===== src/rtl/gpmx_pkg.sv =====
`timescale 1ns/1ps
package gpmx_pkg;

   // register select on the access port
   typedef enum logic {
      GPMX_REG_CTRL = 1'b0,
      GPMX_REG_DATA = 1'b1
   } gpmx_reg_e;

   // pad pull encoding
   typedef enum logic [1:0] {
      GPMX_PULL_NONE   = 2'd0,
      GPMX_PULL_DOWN   = 2'd1,
      GPMX_PULL_KEEPER = 2'd2,
      GPMX_PULL_UP     = 2'd3
   } gpmx_pull_e;

   localparam int GPMX_PULL_W   = 2;
   localparam int GPMX_DIN_BIT  = 0;
   localparam int GPMX_DOUT_BIT = 1;

endpackage


===== src/rtl/gpmx_sync.sv =====
`timescale 1ns/1ps
module gpmx_sync #(
   parameter int WIDTH  = 4,
   parameter int STAGES = 2
) (
   input  logic             clk,
   input  logic             rst_n,
   input  logic [WIDTH-1:0] d,
   output logic [WIDTH-1:0] q
);

   logic [WIDTH-1:0] chain [STAGES];

   always_ff @(posedge clk or negedge rst_n) begin
      if (!rst_n) begin
         for (int k = 0; k < STAGES; k++) chain[k] <= '0;
      end else begin
         chain[0] <= d;
         for (int k = 1; k < STAGES; k++) chain[k] <= chain[k-1];
      end
   end

   assign q = chain[STAGES-1];

   generate
      if (STAGES == 2) begin : g_lat_chk
         logic [1:0] age;
         always_ff @(posedge clk or negedge rst_n) begin
            if (!rst_n)              age <= 2'd0;
            else if (age != 2'd2)    age <= age + 2'd1;
         end
         AST_SYNC_LATENCY: assert property (@(posedge clk) disable iff (!rst_n)
            (age == 2'd2) |-> (q == $past(d, 2)));
      end
   endgenerate

endmodule


===== src/rtl/gpmx_pin_regs.sv =====
`timescale 1ns/1ps
module gpmx_pin_regs #(
   parameter int BUS_W  = 16,
   parameter int CTRL_W = 9
) (
   input  logic              clk,
   input  logic              rst_n,
   input  logic              wr_ctrl,
   input  logic              wr_data,
   input  logic [BUS_W-1:0]  wdata,
   output logic [CTRL_W-1:0] ctrl_q,
   output logic              out_q
);
   import gpmx_pkg::*;

   always_ff @(posedge clk or negedge rst_n) begin
      if (!rst_n) begin
         ctrl_q <= '0;
         out_q  <= 1'b0;
      end else begin
         if (wr_ctrl) ctrl_q <= wdata[CTRL_W-1:0];
         if (wr_data) out_q  <= wdata[GPMX_DOUT_BIT];
      end
   end

   AST_CTRL_LOAD: assert property (@(posedge clk) disable iff (!rst_n)
      wr_ctrl |=> (ctrl_q == $past(wdata[CTRL_W-1:0])));
   AST_CTRL_HOLD: assert property (@(posedge clk) disable iff (!rst_n)
      !wr_ctrl |=> $stable(ctrl_q));
   AST_DOUT_HOLD: assert property (@(posedge clk) disable iff (!rst_n)
      !wr_data |=> $stable(out_q));

endmodule


===== src/rtl/gpmx_pad_mux.sv =====
`timescale 1ns/1ps
module gpmx_pad_mux #(
   parameter int FUNC_W = 3,
   parameter int DRV_W  = 3,
   localparam int ALT_CNT  = (1 << FUNC_W) - 1,
   localparam int PULL_LSB = FUNC_W,
   localparam int DRV_LSB  = PULL_LSB + gpmx_pkg::GPMX_PULL_W,
   localparam int OE_BIT   = DRV_LSB + DRV_W,
   localparam int CTRL_W   = OE_BIT + 1
) (
   input  logic                          clk,
   input  logic                          rst_n,
   input  logic [CTRL_W-1:0]             ctrl,
   input  logic                          gpio_out,
   input  logic [ALT_CNT-1:0]            alt_oe,
   input  logic [ALT_CNT-1:0]            alt_out,
   output logic                          pad_oe,
   output logic                          pad_out,
   output logic [gpmx_pkg::GPMX_PULL_W-1:0] pad_pull,
   output logic [DRV_W-1:0]              pad_drv
);

   logic [FUNC_W-1:0] func;
   logic              lane_oe;
   logic              lane_out;

   assign func = ctrl[FUNC_W-1:0];

   always_comb begin
      lane_oe  = 1'b0;
      lane_out = 1'b0;
      for (int f = 1; f <= ALT_CNT; f++) begin
         if (func == FUNC_W'(f)) begin
            lane_oe  = alt_oe[f-1];
            lane_out = alt_out[f-1];
         end
      end
   end

   assign pad_oe   = (func == '0) ? ctrl[OE_BIT] : lane_oe;
   assign pad_out  = (func == '0) ? gpio_out     : lane_out;
   assign pad_pull = ctrl[PULL_LSB +: gpmx_pkg::GPMX_PULL_W];
   assign pad_drv  = ctrl[DRV_LSB +: DRV_W];

   AST_ALT_GATE: assert property (@(posedge clk) disable iff (!rst_n)
      ((func != '0) && $stable(func) && $stable(alt_oe) && $stable(alt_out))
      |-> ($stable(pad_oe) && $stable(pad_out)));

endmodule


===== src/rtl/gpmx_bank.sv =====
`timescale 1ns/1ps
module gpmx_bank #(
   parameter int NUM_PINS    = 8,
   parameter int FUNC_W      = 3,
   parameter int DRV_W       = 3,
   parameter int BUS_W       = 16,
   parameter int SYNC_STAGES = 2,
   localparam int PIN_W   = (NUM_PINS > 1) ? $clog2(NUM_PINS) : 1,
   localparam int ALT_CNT = (1 << FUNC_W) - 1,
   localparam int PULL_W  = gpmx_pkg::GPMX_PULL_W,
   localparam int CTRL_W  = FUNC_W + PULL_W + DRV_W + 1
) (
   input  logic                        clk,
   input  logic                        rst_n,
   input  logic                        bus_wr,
   input  logic [PIN_W-1:0]            bus_pin,
   input  logic                        bus_reg,
   input  logic [BUS_W-1:0]            bus_wdata,
   output logic [BUS_W-1:0]            bus_rdata,
   input  logic [NUM_PINS-1:0]         pad_in,
   input  logic [NUM_PINS*ALT_CNT-1:0] alt_oe,
   input  logic [NUM_PINS*ALT_CNT-1:0] alt_out,
   output logic [NUM_PINS-1:0]         pad_oe,
   output logic [NUM_PINS-1:0]         pad_out,
   output logic [NUM_PINS*PULL_W-1:0]  pad_pull,
   output logic [NUM_PINS*DRV_W-1:0]   pad_drv
);
   import gpmx_pkg::*;

   // elaboration-time parameter checks
   generate
      if (NUM_PINS < 1)      begin : g_bad_pins  $error("NUM_PINS must be at least 1");          end
      if (FUNC_W < 1)        begin : g_bad_func  $error("FUNC_W must be at least 1");            end
      if (DRV_W < 1)         begin : g_bad_drv   $error("DRV_W must be at least 1");             end
      if (SYNC_STAGES < 2)   begin : g_bad_sync  $error("SYNC_STAGES must be at least 2");       end
      if (CTRL_W > BUS_W)    begin : g_bad_bus   $error("control word does not fit BUS_W");      end
   endgenerate

   logic [NUM_PINS-1:0] wr_ctrl_vec;
   logic [NUM_PINS-1:0] wr_data_vec;
   logic [NUM_PINS-1:0] out_vec;
   logic [NUM_PINS-1:0] in_sync;
   logic [CTRL_W-1:0]   ctrl_arr [NUM_PINS];

   gpmx_sync #(
      .WIDTH  (NUM_PINS),
      .STAGES (SYNC_STAGES)
   ) u_sync (
      .clk   (clk),
      .rst_n (rst_n),
      .d     (pad_in),
      .q     (in_sync)
   );

   generate
      for (genvar p = 0; p < NUM_PINS; p++) begin : g_pin
         assign wr_ctrl_vec[p] = bus_wr && (bus_pin == PIN_W'(p)) &&
                                 (gpmx_reg_e'(bus_reg) == GPMX_REG_CTRL);
         assign wr_data_vec[p] = bus_wr && (bus_pin == PIN_W'(p)) &&
                                 (gpmx_reg_e'(bus_reg) == GPMX_REG_DATA);

         gpmx_pin_regs #(
            .BUS_W  (BUS_W),
            .CTRL_W (CTRL_W)
         ) u_regs (
            .clk     (clk),
            .rst_n   (rst_n),
            .wr_ctrl (wr_ctrl_vec[p]),
            .wr_data (wr_data_vec[p]),
            .wdata   (bus_wdata),
            .ctrl_q  (ctrl_arr[p]),
            .out_q   (out_vec[p])
         );

         gpmx_pad_mux #(
            .FUNC_W (FUNC_W),
            .DRV_W  (DRV_W)
         ) u_mux (
            .clk      (clk),
            .rst_n    (rst_n),
            .ctrl     (ctrl_arr[p]),
            .gpio_out (out_vec[p]),
            .alt_oe   (alt_oe[p*ALT_CNT +: ALT_CNT]),
            .alt_out  (alt_out[p*ALT_CNT +: ALT_CNT]),
            .pad_oe   (pad_oe[p]),
            .pad_out  (pad_out[p]),
            .pad_pull (pad_pull[p*PULL_W +: PULL_W]),
            .pad_drv  (pad_drv[p*DRV_W +: DRV_W])
         );
      end
   endgenerate

   // read path: unpopulated indices fall through to zero
   always_comb begin
      bus_rdata = '0;
      for (int p = 0; p < NUM_PINS; p++) begin
         if (bus_pin == PIN_W'(p)) begin
            if (gpmx_reg_e'(bus_reg) == GPMX_REG_CTRL) begin
               bus_rdata = BUS_W'(ctrl_arr[p]);
            end else begin
               bus_rdata = '0;
               bus_rdata[GPMX_DIN_BIT]  = in_sync[p];
               bus_rdata[GPMX_DOUT_BIT] = out_vec[p];
            end
         end
      end
   end

   AST_ONE_WRITE: assert property (@(posedge clk) disable iff (!rst_n)
      $onehot0({wr_ctrl_vec, wr_data_vec}));
   AST_RESET_QUIET: assert property (@(posedge clk) disable iff (!rst_n)
      $rose(rst_n) |-> (pad_oe == '0));

endmodule


===== config.mk =====
export PLATFORM = sky130hd
export DESIGN_NAME = gpmx_bank
export DESIGN_NICKNAME = d
export VERILOG_FILES = /design/src/rtl/gpmx_pkg.sv /design/src/rtl/gpmx_sync.sv /design/src/rtl/gpmx_pin_regs.sv /design/src/rtl/gpmx_pad_mux.sv /design/src/rtl/gpmx_bank.sv
export SDC_FILE = /design/constraint.sdc
export NUM_CORES = 1
export LEC_CHECK = 0
export CAP_MARGIN = 20
export CORE_AREA = 8 8 127 129
export DETAILED_ROUTE_END_ITERATION = 8
export DIE_AREA = 0 0 135 137
export DONT_BUFFER_PORTS = 1
export GPL_ROUTABILITY_DRIVEN = 0
export SLEW_MARGIN = 20
export SYNTH_ARGS = -nofsm -noshare
export SYNTH_HDL_FRONTEND = slang
export SYNTH_SLANG_ARGS = --single-unit

===== constraint.sdc =====
create_clock -name clk -period 2.55 [get_ports clk]
set_input_delay 0.51 -clock clk [delete_from_list [all_inputs] [get_ports clk]]
set_output_delay 0.51 -clock clk [all_outputs]
set_load 0.005 [all_outputs]

==> reports/results.txt, run 1 <==
cell count after placement: 579
Syn-to-layout area delta: -1.638%
Pre-Repair DR Iteration Count: 5
ANT nets after route: 0
top_reg_cell synth: dfrtp_1
TritonCTS Buffers: 9
Combinational Power Share: 21.5%
setup TNS: 0 ns
Power Internal: 3.319 mW
worst reg-to-reg path cell count: 1
worst hold slack: -0.1335 ns
fin crit period: 2.365 ns
later-pin clock latency in the skew report: 0.33 ns
r2r startpoint: g_pin[4].u_regs.ctrl_q[0]
Initial Util: 41.95%
Post-synth EDFFs: 0
Syn Area/Cell: 12.36 um^2
Critical Path AT: 1.86 ns
Vias: 3,556
status: finished, violations left
asr flop ratio synth: 100.0%
M3 GR Usage: 6.608%
Routed WL: 15,270 um
total gr overflow: 0
class of the worst hold path: in2async
Starting DRT DRC Count: 171
critical-path maximum fanout: 9
Clk pwr share: 29.4%
Synthesis Warnings: 0
CP startpoint kind: flip-flop
Synth area leaders: dfrtp_1 40%, mux2_2 18%, mux4_2 9.8%
num ports: 215
critical path's largest stage delay: 0.54 ns
nets: 549
Power Total: 4.654 mW
placed instance area: 0.005553 mm^2
mapped cell area: 0.005958 mm^2
endpoints failing hold: 96
max frequency: 422.8 MHz
DR vias/cell: 5.976
largest net degree at the start of global routing: 97
cell area power density: 794.2 mW/mm^2
number of synthesized register bits: 96
Setup-failing EPs final: 0
Root Buffer: clkbuf_16
failing checks: negative hold slack
CP endpoint kind: output pin
clk sinks: 96
Crit path max-delay family: compound AO/OA/AOI/OAI gates
Tot GR Track Use: 16.01%
# DRC: 0
Cell Count, Final, Fillers Out: 595
GRT met1 Usage: 18.35%
leakage: 2.397 nW
Unique masters post-synth: 55
Slowest cell on crit path: dfrtp_1
Die Span Y: 137 um
Crit Path Class: reg2out
final instance area: 0.005861 mm^2
RSZ-0062 raised after global routing: no
Fillers: 1,317
DP HPWL: 11,660 um
postcts setup bufs: 0
H-tree levels: 3
share of cells above drive strength 1: 37.71%
required time of the critical path: 2.04 ns
clock-pin slew on the worst setup and hold paths: 0.06 ns
leading area contributor after synthesis: dfrtp_1
top cell type's share of synthesized area: 40.32%
Avg WL per Cell: 25.66 um
crit path cell chain: mux2_1, a22oi_1, nor2_1, a311o_1
GR Layer Usage met2: 26.73%
Top Usage Layer GRT: met2
number of buffers added on ports: 0
period utilization: 92.76%
die area: 0.01850 mm^2
Final Worst Setup Slack: 0.1845 ns
CTS tree: yes
sequential share of the synthesized area: 40.32%
Sw Share: 28.70%
Buf+Inv Stages, Crit Path: 0
worst slack at placement: 0.5205 ns
max-slew violation count: 0
placement row count: 44
Worst path depth: 4
CP startpoint: g_pin[5].u_regs.ctrl_q[0]
first-pass GRT wire length: 22,690 um
Syn Inst Count: 482
sequential share of power: 49.1%
Longest Clk Path Bufs: 2
slew margin rel.: 63.14%
antenna cells: 0
initial antenna violation count: 0
Core Area: 0.01420 mm^2
number of global-route vias before repair: 3,778
worst-case clock skew: 0.0008034 ns
Worst Tran Pin Value: 0.5529 ns
VDD IR max: 0.0003733 V
final core occ: 41.26%
Max-cap violations: 0
Psw: 1.336 mW
cts repair resizes: 0
die width: 135 um
==> layout make-up <==
cell class	instances	area (um^2)	area share (%)
clock buffer	11	252.7	4.313
clock inverter	5	55.05	0.9394
inverter	3	11.26	0.1921
multi-input combinational	295	2902	49.51
sequential	96	2402	40.99
tap	184	230.2	3.928
timing repair buffer	1	7.507	0.1281
==> placed cells by master (no fill, tap or decap), types with 7 or more instances in the layout <==
cell type | Yosys | layout
nand3_1 | 8 | 8
dfrtp_1 | 96 | 96
mux2i_1 | 31 | 31
conb_1 | 1 | 7
mux2_2 | 97 | 97
a21oi_1 | 9 | 9
mux4_2 | 26 | 26
o32ai_1 | 7 | 7
nand2_1 | 11 | 11
nor2_1 | 21 | 21
clkbuf_16 | 0 | 9
==> metal layers <==
metal,part of all wire [%],wire length (um),vias to the layer above
li1,-,-,1559
met1,38,5773,1816
met2,49,7484,161
met3,12,1786,20
met4,1.5,225,0
met5,0,0,-
==> cell families (layout without fill, tap and decap cells) <==
logic type      Yosys count  count (layout)  share of synthesized area [%]
buf+inv                  97              20                          11.36
other cells               1               7                        0.06294
mux                     155             155                          33.56
simple gates             78              78                          7.749
compound gates           55              55                          6.951
flops                    96              96                          40.32
==> power groups by stage <==
stage               clock network (mW)  logic [mW]  registers (mW)
floorplan                            0        1.42            2.04
global placement                     0       0.980            2.31
detailed placement                   0        1.01            2.33
CTS                               1.40        1.01            2.30
global route                      1.46        1.08            2.36
finish                            1.37        1.00            2.28
==> Yosys cell counts, drive strengths merged (4+ instances only) <==
| cell | count |
|---|---|
| mux2 | 98 |
| dfrtp | 96 |
| buf | 81 |
| mux2i | 31 |
| mux4 | 26 |
| nor2 | 22 |
| nand2 | 16 |
| clkbuf | 13 |
| a21oi | 9 |
| nand3 | 9 |
| o32ai | 7 |
| nor2b | 6 |
| a211oi | 5 |
| nand2b | 5 |
| nor3 | 5 |
| a21o | 4 |
| o21ai | 4 |
==> state kept, by name, summed over array words and instances (netlist names) <==
register             count
g_pin.u_regs.ctrl_q     72
g_pin.u_regs.out_q       8
u_sync.chain             8
u_sync.q                 8
==> final timing paths <==
| check | to | slack [ns] |
|---|---|---|
| min in group clk | u_sync.chain[12] | 0.20 |
| max reg2reg | g_pin[4].u_regs.ctrl_q[0] | 1.54 |
| max | pad_oe[5] | 0.18 |
| max in group asynchronous | u_sync.chain[9] | 2.56 |
| min reg2reg | u_sync.q[0] | 0.35 |
| min | g_pin[6].u_regs.ctrl_q[3] | -0.13 |
(Power assumes the default switching activity.)
==> run 2, diff against run 1 <==
--- a/config.mk
+++ b/config.mk
@@ -9,8 +9,7 @@
 export CORE_AREA = 8 8 127 129
 export DETAILED_ROUTE_END_ITERATION = 8
 export DIE_AREA = 0 0 135 137
-export DONT_BUFFER_PORTS = 1
-export GPL_ROUTABILITY_DRIVEN = 0
+export PLACE_DENSITY = 0.77
 export SLEW_MARGIN = 20
 export SYNTH_ARGS = -nofsm -noshare
 export SYNTH_HDL_FRONTEND = slang
==> run 2 against run 1 <==
The flow now finishes without violations. Maximum frequency decreased by 5.5%. Clock power up 7%. Register-to-register slack lost 0.03 ns. Hold slack better by 0.22 ns.
==> reports/results.txt, run 2 (synthesis results as in run 1) <==
status: finished clean
Cell Count, Final, Fillers Out: 848 (+43%)
Pre-Repair DR Iteration Count: 4 (-1)
first-pass GRT wire length: 27,870 um (+23%)
placed instance area: 0.007910 mm^2 (+42%)
Initial Util: 41.95% (unchanged)
clock-pin slew on the worst setup and hold paths: 0.07 ns (about the same)
class of the worst hold path: in2async
nets: 802 (+46%)
Root Buffer: clkbuf_16
max frequency: 399.7 MHz (-5.5%)
Avg WL per Cell: 21.34 um (-17%)
worst reg-to-reg path cell count: 2 (+1)
Reg-to-Reg End: g_pin[4].u_regs.ctrl_q[0]
final instance area: 0.008417 mm^2 (+44%)
initial antenna violation count: 0 (unchanged)
Vias: 4,528 (+27%)
fin crit period: 2.502 ns (+0.1366 ns)
reg-to-reg slack, setup: 1.51 ns (-0.03 ns)
ANT nets after route: 0 (unchanged)
number of global-route vias before repair: 4,931 (+31%)
r2r startpoint: g_pin[4].u_regs.ctrl_q[0]
Setup-failing EPs final: 0 (unchanged)
Slowest cell on crit path: bufbuf_16
CP startpoint: bus_reg
share of cells above drive strength 1: 36.14% (-1.6 points)
total gr overflow: 0 (unchanged)
# DRC: 0 (unchanged)
critical path's largest stage delay: 0.26 ns (-0.28 ns)
gpl congestion: 0.8788
required time of the critical path: 2.04 ns (about the same)
Crit Path Class: in2out
commonest non-fill, non-tap cell in the layout: clkdlybuf4s50_1
RSZ-0062 raised after global routing: no
max-slew violation count: 0 (unchanged)
H-tree levels: 3 (unchanged)
Core Area: 0.01420 mm^2 (unchanged)
endpoints failing hold: 0 (-100%)
number of flip-flops under the largest register name: 72 (unchanged)
Fillers: 1,097 (-17%)
CTS tree: yes
Worst Tran Pin Value: 0.5641 ns (+0.01122 ns)
Tot GR Track Use: 19.33% (+3.3 points)
placement row count: 44 (unchanged)
antenna cells: 0 (unchanged)
clk sinks: 96 (unchanged)
Crit path max-delay family: buffers and inverters
critical-path maximum fanout: 6 (-3)
Routed WL: 18,090 um (+18%)
area taken by multi-input logic gates: 0.002989 mm^2 (+3.0%)
largest net degree at the start of global routing: 45 (-54%)
TritonCTS Buffers: 9 (unchanged)
cell area power density: 677.9 mW/mm^2 (-15%)
Longest Clk Path Bufs: 2 (unchanged)
Max-cap violations: 0 (unchanged)
period utilization: 98.12% (+5.4 points)
FF/Latch Area: 0.002412 mm^2 (+0.42%)
die area: 0.01850 mm^2 (unchanged)
num ports: 215 (unchanged)
worst-case clock skew: 0.004996 ns (+0.004193 ns)
crit path to: bus_rdata[0]
leakage: 3.541 nW (+48%)
DP HPWL: 13,990 um (+20%)
cell count after placement: 819 (+41%)
DR vias/cell: 5.340 (-11%)
register with the most flip-flops: g_pin.u_regs.ctrl_q
Starting DRT DRC Count: 184 (+7.6%)
number of buffers added on ports: 200 (+200)
most frequent cells in the layout: 172 x clkdlybuf4s50_1, 97 x mux2_2, 88 x dfrtp_1
slew margin rel.: 62.28% (-0.87 points)
Critical Path AT: 1.99 ns (+0.13 ns)
Worst path depth: 8 (+4)
die width: 135 um (unchanged)
crit path cell chain: clkdlybuf4s15_2, bufbuf_16, buf_4, mux2i_1, nor3_1, o211ai_1, nand3_1, clkdlybuf4s15_1
later-pin clock latency in the skew report: 0.34 ns (about the same)
CP startpoint kind: input pin
VDD IR max: 0.0004195 V (+12%)
Die Span Y: 137 um (unchanged)
Buf+Inv Stages, Crit Path: 4 (+4)
Syn-to-layout area delta: 41.26%
CP endpoint kind: output pin
[run 2: changes by cell type in the layout (fill, tap and decap cells not counted), moves of 8 or more]
cell | previous run | this run
dfrtp_1 | 96 | 88
buf_4 | 1 | 45
dlygate4sd2_1 | 0 | 15
clkdlybuf4s50_1 | 0 | 172
dfrtp_2 | 0 | 8
[run 2: stage by stage]
stage	total power [mW]	utilization, %	setup TNS, ns	hold WS (ns)	setup WS (ns)
after floorplan	3.457	-	0	0.2144	0.5711
after CTS	5.713	59.12	0	0.09915	0.002295
after global placement	4.194	55.69	-5.039	0.3343	-0.5335
after detailed placement	4.249	55.69	-5.539	0.3378	-0.5549
final	5.706	59.26	0	0.08408	0.04795
after global routing	5.987	59.26	0	0.1111	0.001467
[run 2: area by class of cell]
type | count | share of cell area [%]
multi-input cells | 295 | 35.51
repair buffers | 254 | 29.05
flip-flops and latches | 96 | 28.66
clock buffers | 10 | 2.839
well taps | 184 | 2.735
clock inverters | 6 | 1.070
inverters | 3 | 0.1338
[run 2: worst reg2reg max path, stage by stage, from the launching register on]
cell	delay, ns
dfrtp_2	0.46
clkbuf_2	0.18
mux2_2	0.28
[run 2: per-layer routing]
metal,GRT usage [%],routed length (um)
met1,23.38,7391
met2,33.59,9059
met3,5.947,1515
met4,3.270,127
met5,0,0
[run 2: worst min-delay path by stage]
stage,startpoint,to,slack [ns],cells past startpoint
2_1_floorplan,rst_n,g_pin[0].u_regs.ctrl_q[0],0.21,0
3_3_place_gp,u_sync.chain[15],u_sync.q[7],0.33,0
3_5_place_dp,u_sync.chain[11],u_sync.q[3],0.34,0
4_1_cts,rst_n,g_pin[6].u_regs.ctrl_q[7],0.1,1
5_1_grt,rst_n,g_pin[6].u_regs.ctrl_q[3],0.11,1
6_report,rst_n,g_pin[6].u_regs.ctrl_q[7],0.08,1
[run 2: repair_timing]
item                                    CTS  global route
gates cloned                              2             0
endpoints found under the setup margin   24             9
setup buffers                             6             5
pin swaps                                12             6
gates resized for setup                  63            13
hold buffers                              0             0
[run 2: report_power, final]
part | internal, mW | switching, mW
clock network | 0.889 | 0.583
logic | 1.34 | 0.653
registers | 1.84 | 0.407
total | 4.06 | 1.64
==> run 3, diff against run 2 <==
==> constraint.sdc (replaced) <==
create_clock -name clk -period 2.55 [get_ports clk]
set_input_delay 0.6375 -clock clk [delete_from_list [all_inputs] [get_ports clk]]
set_output_delay 0.6375 -clock clk [all_outputs]
set_load 0.005 [all_outputs]
==> run 3 against run 2 <==
Clock skew fell by 0.0048 ns. Routed wire length is 0.76% higher. Non-clock buffer count is 2 lower. Sequential share of layout area decreased by 0.56 points. Largest cell class unchanged. Hold slack gained 0.081 ns. Critical endpoint is now pad_oe[1]. Critical path type unchanged.
==> reports/results.txt, run 3 (synthesis results as in run 1) <==
# DRC: 0 (unchanged)
num ports: 215 (unchanged)
worst-case clock skew: 0.0002351 ns (-0.004761 ns)
number of buffers added on ports: 200 (unchanged)
status: finished clean
Longest Clk Path Bufs: 2 (unchanged)
class of the worst hold path: in2async
max-slew violation count: 0 (unchanged)
RSZ-0062 raised after global routing: yes
Initial Util: 41.95% (unchanged)
placed instance area: 0.007950 mm^2 (+0.51%)
largest net degree at the start of global routing: 50 (+11%)
required time of the critical path: 1.91 ns (-0.13 ns)
VDD IR max: 0.0003336 V (-20%)
Max-cap violations: 0 (unchanged)
H-tree levels: 3 (unchanged)
Routed WL: 18,230 um (+0.76%)
share of cells above drive strength 1: 38.88% (+2.7 points)
Die Span Y: 137 um (unchanged)
clock-pin slew on the worst setup and hold paths: 0.07 ns (about the same)
initial antenna violation count: 0 (unchanged)
leakage: 4.038 nW (+14%)
final instance area: 0.008562 mm^2 (+1.7%)
nets: 800 (-0.25%)
max frequency: 392.2 MHz (-1.9%)
die width: 135 um (unchanged)
cell area power density: 659.0 mW/mm^2 (-2.8%)
CP startpoint kind: input pin
DR vias/cell: 5.402 (+1.2%)
Reg-to-Reg End: g_pin[5].u_regs.ctrl_q[0]
Power Total: 5.643 mW (-1.1%)
Power Internal: 3.998 mW (-1.6%)
Psw: 1.645 mW (+0.15%)
Final Worst Setup Slack: 0.0004770 ns (-0.04747 ns)
Sw Share: 29.15% (+0.37 points)
Syn-to-layout area delta: 43.70%
Clk pwr share: 23.1% (-2.7 points)
Root Buffer: clkbuf_16
Tot GR Track Use: 19.43% (+0.10 points)
total gr overflow: 0 (unchanged)
gpl congestion: 0.9058 (+3.1%)
Critical Path AT: 1.91 ns (-0.08 ns)
later-pin clock latency in the skew report: 0.34 ns (about the same)
hold_buf cts: 0 (unchanged)
antenna cells: 0 (unchanged)
critical-path maximum fanout: 1 (-5)
CP startpoint: alt_oe[11]
reg-to-reg slack, setup: 1.58 ns (+0.07 ns)
worst reg-to-reg path cell count: 2 (unchanged)
Worst Tran Pin Value: 0.6259 ns (+0.06184 ns)
number of global-route vias before repair: 5,039 (+2.2%)
crit path to: pad_oe[1]
worst slack at placement: -0.8343 ns (-0.2794 ns)
slew margin rel.: 58.14% (-4.1 points)
fin crit period: 2.550 ns (+0.04747 ns)
endpoints failing hold: 0 (unchanged)
TritonCTS Buffers: 9 (unchanged)
placement row count: 44 (unchanged)
r2r startpoint: g_pin[5].u_regs.ctrl_q[0]
Vias: 4,565 (+0.82%)
Combinational Power Share: 37.1% (+2.2 points)
Crit Path Class: in2out
number of flip-flops under the largest register name: 72 (unchanged)
register with the most flip-flops: g_pin.u_regs.ctrl_q
first-pass GRT wire length: 28,220 um (+1.3%)
commonest non-fill, non-tap cell in the layout: clkdlybuf4s50_1
die area: 0.01850 mm^2 (unchanged)
CP endpoint kind: output pin
DP HPWL: 14,120 um (+0.90%)
most frequent cells in the layout: 115 x clkdlybuf4s50_1, 93 x dfrtp_1, 84 x mux2_2
Setup-failing EPs final: 0 (unchanged)
Starting DRT DRC Count: 180 (-2.2%)
period utilization: 99.98% (+1.9 points)
sequential share of power: 39.9% (+0.6 points)
Avg WL per Cell: 21.58 um (+1.1%)
Core Area: 0.01420 mm^2 (unchanged)
clk sinks: 96 (unchanged)
ANT nets after route: 0 (unchanged)
Pre-Repair DR Iteration Count: 4 (unchanged)
CTS tree: yes
==> run 3: cell types whose count changed in the layout (fill, tap and decap cells not counted), moves of 4 or more <==
cell and change:
clkdlybuf4s50_1 -57, dlymetal6s2s_1 +46, buf_6 +13, mux2_2 -13, mux2_4 +13, buf_2 +8, dfrtp_1 +5, dfrtp_2 -5
clkbuf_2 -4, dlygate4sd2_1 -4
==> run 3: metal layers <==
| metal | up-vias | global-route usage, % | wire [um] |
|---|---|---|---|
| li1 | 2062 | - | - |
| met1 | 2304 | 23.42 | 7319 |
| met2 | 181 | 34.39 | 9287 |
| met3 | 18 | 5.543 | 1471 |
| met4 | 0 | 2.899 | 153 |
| met5 | - | 0 | 0 |
==> run 3: worst min-delay path by stage <==
stage | startpoint | to | cells past startpoint
after floorplan | u_sync.chain[8] | u_sync.q[0] | 0
after global placement | u_sync.chain[15] | u_sync.q[7] | 0
after detailed placement | u_sync.chain[15] | u_sync.q[7] | 0
after CTS | rst_n | g_pin[6].u_regs.ctrl_q[3] | 1
after global routing | rst_n | g_pin[3].u_regs.ctrl_q[7] | 1
final | rst_n | g_pin[6].u_regs.ctrl_q[3] | 1
==> run 3: through the flow <==
| step | utilization, % | TNS [ns] | std cells | hold slack (ns) |
|---|---|---|---|---|
| 3_3_place_gp | 55.97 | -11.79 | 826 | 0.3344 |
| 4_1_cts | 58.77 | 0 | 844 | 0.1621 |
| 5_1_grt | 60.28 | -0.06232 | 845 | 0.1759 |
| 2_1_floorplan | - | 0 | 488 | 0.3312 |
| 6_report | 60.28 | 0 | 845 | 0.1648 |
| 3_5_place_dp | 55.97 | -12.59 | 826 | 0.3347 |
==> run 3: power groups by stage <==
stage | sequential [mW] | combinational [mW] | clock [mW]
floorplan | 2.04 | 1.42 | 0
global placement | 2.24 | 1.97 | 0
detailed placement | 2.25 | 2.02 | 0
CTS | 2.24 | 2.03 | 1.33
global route | 2.31 | 2.24 | 1.40
finish | 2.25 | 2.09 | 1.30
==> run 3: worst max-delay path, cell delays in order <==
cell	delay, ns
clkdlybuf4s50_1	0.41
mux4_2	0.46
mux2_4	0.27
buf_2	0.13
==> run 3: timing repair <==
action	4_1_cts	5_1_grt
pin swaps	16	15
hold endpoints to repair	0	0
gates resized for setup	152	81
setup buffers	2	1
gates cloned	2	0
setup endpoints to repair	25	23
==> run 3: cell type report <==
cell class	instances	area (um^2)
well taps	184	230.2
flip-flops and latches	96	2406
repair buffers	252	2534
inverters	3	11.26
clock inverters	5	57.56
multi-input cells	295	3094
fillers	1113	5642
clock buffers	10	229.0
